--- config.mk ---
export PLATFORM = sky130hd
export DESIGN_NAME = irq_rotprio_resolver
export DESIGN_NICKNAME = d
export VERILOG_FILES = /design/src/rtl/rp_pkg.sv /design/src/rtl/rp_rank_finder.sv /design/src/rtl/rp_service_reg.sv /design/src/rtl/irq_rotprio_resolver.sv
export SDC_FILE = /design/constraint.sdc
export NUM_CORES = 1
export LEC_CHECK = 0
export ABC_AREA = 1
export BUFFER_PORTS_ARGS = -buffer_cell sky130_fd_sc_hd__buf_2
export CORE_UTILIZATION = 47
export CTS_CLUSTER_SIZE = 24
export DETAILED_ROUTE_END_ITERATION = 8
export PLACE_DENSITY = 0.73
export SYNTH_ARGS = -nofsm -noshare
export SYNTH_HDL_FRONTEND = slang
export SYNTH_HIERARCHICAL = 1
export SYNTH_SLANG_ARGS = --single-unit
--- constraint.sdc ---
create_clock -name clk -period 3.85 [get_ports clk]
set_clock_uncertainty 0.2 [all_clocks]
set_input_delay 1.155 -clock clk [delete_from_list [all_inputs] [get_ports clk]]
set_output_delay 1.155 -clock clk [all_outputs]
set_load 0.05 [all_outputs]
--- src/rtl/rp_pkg.sv ---
package rp_pkg;
   // Outcome of one acknowledge cycle, decided by the service register
   typedef enum logic [1:0] {
      ACK_IDLE  = 2'd0,   // no acknowledge, or nothing to grant
      ACK_HOLD  = 2'd1,   // granted, line enters service
      ACK_AUTO  = 2'd2    // granted, auto end-of-interrupt
   } ack_kind_t;
endpackage

--- src/rtl/rp_rank_finder.sv ---
module rp_rank_finder #(
   parameter int N  = 8,
   localparam int LW = $clog2(N)
) (
   input  logic [N-1:0]  vec,
   input  logic [LW-1:0] base,
   output logic          found,
   output logic [LW:0]   rank,
   output logic [LW-1:0] line
);
   initial begin
      assert (N >= 2 && (N & (N - 1)) == 0)
         else $error("rp_rank_finder: N must be a power of two");
   end

   // Scan ranks from lowest priority to highest so the highest one wins last
   always_comb begin
      logic [LW-1:0] idx;
      found = 1'b0;
      rank  = (LW + 1)'(N);
      line  = '0;
      for (int k = N - 1; k >= 0; k--) begin
         idx = base + LW'(k);
         if (vec[idx]) begin
            found = 1'b1;
            rank  = (LW + 1)'(k);
            line  = idx;
         end
      end
   end

   // a reported line is always one that is set in the vector
   always_comb begin
      if (found) a_r3_line_present: assert (vec[line]);
   end
endmodule

--- src/rtl/rp_service_reg.sv ---
module rp_service_reg
   import rp_pkg::*;
#(
   parameter int N  = 8,
   localparam int LW = $clog2(N)
) (
   input  logic          clk,
   input  logic          rst_n,
   input  logic          grant,
   input  logic [LW-1:0] grant_line,
   input  logic          auto_eoi_en,
   input  logic          rot_aeoi_en,
   input  logic [N-1:0]  clear_vec,
   input  logic          base_load,
   input  logic [LW-1:0] base_in,
   output logic [N-1:0]  svc_q,
   output logic [LW-1:0] base_q
);
   ack_kind_t     kind;
   logic [N-1:0]  set_vec;

   always_comb begin
      if (!grant)          kind = ACK_IDLE;
      else if (auto_eoi_en) kind = ACK_AUTO;
      else                 kind = ACK_HOLD;
      set_vec = '0;
      if (kind == ACK_HOLD) set_vec[grant_line] = 1'b1;
   end

   always_ff @(posedge clk or negedge rst_n) begin
      if (!rst_n) begin
         svc_q  <= '0;
         base_q <= '0;
      end else begin
         svc_q <= (svc_q & ~clear_vec) | set_vec;
         if (base_load)
            base_q <= base_in;
         else if (kind == ACK_AUTO && rot_aeoi_en)
            base_q <= grant_line + LW'(1);
      end
   end

   // a held grant marks its line in service
   a_r6_hold_sets: assert property (@(posedge clk) disable iff (!rst_n)
      (grant && !auto_eoi_en) |=> svc_q[$past(grant_line)]);
   // auto-EOI grants and clears only ever remove bits
   a_r7_auto_no_set: assert property (@(posedge clk) disable iff (!rst_n)
      (!grant || auto_eoi_en) |=> ((svc_q & ~$past(svc_q)) == '0));
   // rotation after auto-EOI grant
   a_r8_rotate: assert property (@(posedge clk) disable iff (!rst_n)
      (grant && auto_eoi_en && rot_aeoi_en && !base_load)
      |=> base_q == LW'($past(grant_line) + LW'(1)));
   // without auto-EOI the base holds unless loaded
   a_r8_no_rotate: assert property (@(posedge clk) disable iff (!rst_n)
      (!auto_eoi_en && !base_load) |=> $stable(base_q));
   // load wins over rotation
   a_r10_load: assert property (@(posedge clk) disable iff (!rst_n)
      base_load |=> base_q == $past(base_in));
endmodule

--- src/rtl/irq_rotprio_resolver.sv ---
module irq_rotprio_resolver #(
   parameter int N          = 8,
   parameter int CASC_LINE  = 2,
   parameter bit IS_PRIMARY = 1'b1,
   localparam int LW = $clog2(N)
) (
   input  logic          clk,
   input  logic          rst_n,
   input  logic [N-1:0]  req_vec,
   input  logic [N-1:0]  mask_vec,
   input  logic          nested_en,
   input  logic          auto_eoi_en,
   input  logic          rot_aeoi_en,
   input  logic          ack,
   input  logic [N-1:0]  svc_clear,
   input  logic          base_load,
   input  logic [LW-1:0] base_in,
   output logic          irq_out,
   output logic [LW-1:0] irq_line,
   output logic [LW-1:0] ack_line,
   output logic [N-1:0]  svc_vec,
   output logic [LW-1:0] rot_base
);
   initial begin
      assert (CASC_LINE >= 0 && CASC_LINE < N)
         else $error("irq_rotprio_resolver: CASC_LINE out of range");
   end

   logic [N-1:0]  cand_vec;
   logic [N-1:0]  svc_eff;
   logic          cand_found, svc_found;
   logic [LW:0]   cand_rank, svc_rank;
   logic [LW-1:0] svc_line;

   assign cand_vec = req_vec & ~mask_vec;

   // The nested option exists only on the primary unit of a cascade
   generate
      if (IS_PRIMARY) begin : g_primary
         logic [N-1:0] casc_bit;
         assign casc_bit = N'(1) << CASC_LINE;
         assign svc_eff  = nested_en ? (svc_vec & ~casc_bit) : svc_vec;
      end else begin : g_secondary
         assign svc_eff = svc_vec;
      end
   endgenerate

   rp_rank_finder #(.N(N)) u_cand (
      .vec(cand_vec), .base(rot_base),
      .found(cand_found), .rank(cand_rank), .line(irq_line)
   );

   rp_rank_finder #(.N(N)) u_svc (
      .vec(svc_eff), .base(rot_base),
      .found(svc_found), .rank(svc_rank), .line(svc_line)
   );

   assign irq_out  = cand_found && (cand_rank < svc_rank);
   assign ack_line = irq_out ? irq_line : LW'(N - 1);

   rp_service_reg #(.N(N)) u_svc_reg (
      .clk(clk), .rst_n(rst_n),
      .grant(ack && irq_out), .grant_line(irq_line),
      .auto_eoi_en(auto_eoi_en), .rot_aeoi_en(rot_aeoi_en),
      .clear_vec(svc_clear), .base_load(base_load), .base_in(base_in),
      .svc_q(svc_vec), .base_q(rot_base)
   );

   // a raised line is requested and unmasked
   a_r2_unmasked: assert property (@(posedge clk) disable iff (!rst_n)
      irq_out |-> (req_vec[irq_line] && !mask_vec[irq_line]));
   // a raised line is never itself in service
   a_r4_not_in_service: assert property (@(posedge clk) disable iff (!rst_n)
      irq_out |-> !svc_eff[irq_line]);
   // whenever anything is in service and raised, the winner outranks it
   a_r4_outranks: assert property (@(posedge clk) disable iff (!rst_n)
      (irq_out && svc_found) |-> (irq_line != svc_line));
   // a spurious acknowledge leaves state untouched
   a_r9_spurious_quiet: assert property (@(posedge clk) disable iff (!rst_n)
      (ack && !irq_out && svc_clear == '0 && !base_load)
      |=> ($stable(svc_vec) && $stable(rot_base)));
endmodule

==> results.ini <==
[run_status]
violations = negative setup slack
status = complete, but fails checks

[sta]
slew_viol_final = 0
setup_violations = 7
worst_slack_ns = -0.5025
fmax_mhz = 229.8
layout_min_cycle_time_ns = 4.352
tightest_slew_ns = 0.5067
hold_viol_final = 0
relSlewSlack = 0.6622
min_period_over_period = 1.131
grt_setup_unrepaired = yes

[drt]
wirelength_mm = 7.793
firstDrtPassIters = 5
vias_per_cell = 5.371
wl_per_cell_um = 15.52
drc = 0
drt_iter0_drc = 183
num_vias = 2696
ant_nets = 0

[placed_design]
place_congestion = 0.8584
post-place-cells = 487
place.port_buffers = 51
dp_hpwl_mm = 4.951

[global_route]
grt_pass1_vias = 2409
use_met1 = 0.3952
top_usage_layer = met2
gr-usage-met3 = 0.03289
grt_overflow = 0
grt_max_degree = 13
grt_pass1_wl_mm = 10.91
grt_usage = 0.3130
grt_use_met2 = 0.5748
antenna_found_initial = 0

[logic_synthesis]
postSynthAreaPerCell_sq_um = 5.990
syn_area_sq_um = 2084
synth_warnings = 6
syn-num-nets = 390
netlist_instances = 348

[cts]
clk_pin_slew_worst_paths_ns = 0.04
numCtsBuffers = 3
cts_tree = yes
clock_path_buffers = 2
h-tree-depth = 1
postCtsHoldBufs = 0
root_buffer = clkbuf_8
clock-sinks = 11
clock_latency_ns = 0.23

[die]
start_util = 0.5065
die_h_um = 68.60
core-area_sq_um = 4115
die_w_um = 68.60
die_area_sq_um = 4705
num_io_pins = 52
placementRows = 23

[hold_path]
hold_path.class = reg2reg

[finish]
fin_cells = 502
nNetsFinal = 495
fill_cells = 245
final_cell_mix = 72 x nand2_1, 50 x buf_4, 38 x nand2_2
final_common_cell = nand2_1
post-route-util = 0.8516
area_growth_pct = 68.13
drive_gt1_frac = 0.6040
n_antenna_cell = 0

[setup_path]
cp-end-kind = primary output
cp-start-kind = input port
critPathKind = in2out
worstPathArrival_ns = 3.00
rrSetupSlack_ns = 0.30
required_ns = 2.49
path_max_fanout = 4

[run]
cap_violations = 0

worst max-delay path, stage by stage:
cell and delay, ns:
buf_8 0.08, inv_6 0.03, nor2_4 0.17, nand2_4 0.10, nand3_4 0.12, nand3_2 0.12, o21ai_2 0.11, nor2_1 0.06
inv_1 0.09, nor3_2 0.05, inv_2 0.08, nor2_4 0.05, ha_4 0.28, nand2_1 0.06, inv_2 0.06, nand2_4 0.06
nand2_4 0.08, clkinvlp_4 0.10, buf_8 0.15
state kept, by name (all words and copies together) (netlist names):
name / flops
u_svc_reg/base_q: 3
u_svc_reg/svc_q: 8
final timing paths:
check | end | depth (start not counted) | start
max | irq_out | 19 | req_vec[6]
min | u_svc_reg/svc_q[6] | 2 | u_svc_reg/svc_q[6]
max reg2reg | u_svc_reg/svc_q[1] | 17 | u_svc_reg/base_q[0]
min reg2reg | u_svc_reg/svc_q[6] | 2 | u_svc_reg/svc_q[6]
max in group asynchronous | u_svc_reg/base_q[1] | 1 | rst_n
min in group asynchronous | u_svc_reg/svc_q[5] | 1 | rst_n
timing repair:
item	4_1_cts	5_1_grt
setup endpoints to repair	7	7
pin swaps	38	20
gates resized for setup	85	24
setup buffers	10	2
layer usage:
layer / up-vias / routed length [um] / share of wire
li1: 1308 / - / -
met1: 1229 / 3121 / 0.40
met2: 135 / 3992 / 0.51
met3: 24 / 444 / 0.057
met4: 0 / 233 / 0.030
met5: - / 0 / 0
through the flow:
| step | setup TNS, ns | cell area, sq um | hold slack, ns | setup slack, ns |
|---|---|---|---|---|
| 6_report | -2.745 | 3505 | 0.3845 | -0.5025 |
| 5_1_grt | -3.341 | 3505 | 0.3930 | -0.5847 |
| 4_1_cts | -2.168 | 3386 | 0.3670 | -0.4107 |
| 3_5_place_dp | -3.362 | 2942 | 0.3593 | -0.6187 |
| 3_3_place_gp | -3.141 | 2942 | 0.3398 | -0.5717 |
| 2_1_floorplan | -1.234 | 2361 | 0.4920 | -0.3621 |
area by class of cell:
cell class,instances,area [sq um],area share
clock buffers,4,45.04,0.01285
inverters,68,334.1,0.09532
multi-input cells,261,1931,0.5509
flip-flops and latches,11,277.8,0.07926
well taps,50,62.56,0.01785
repair buffers,108,854.6,0.2438
Power is not shown: default switching activity piles up to over one toggle a cycle in this logic, so the estimate is an artifact.
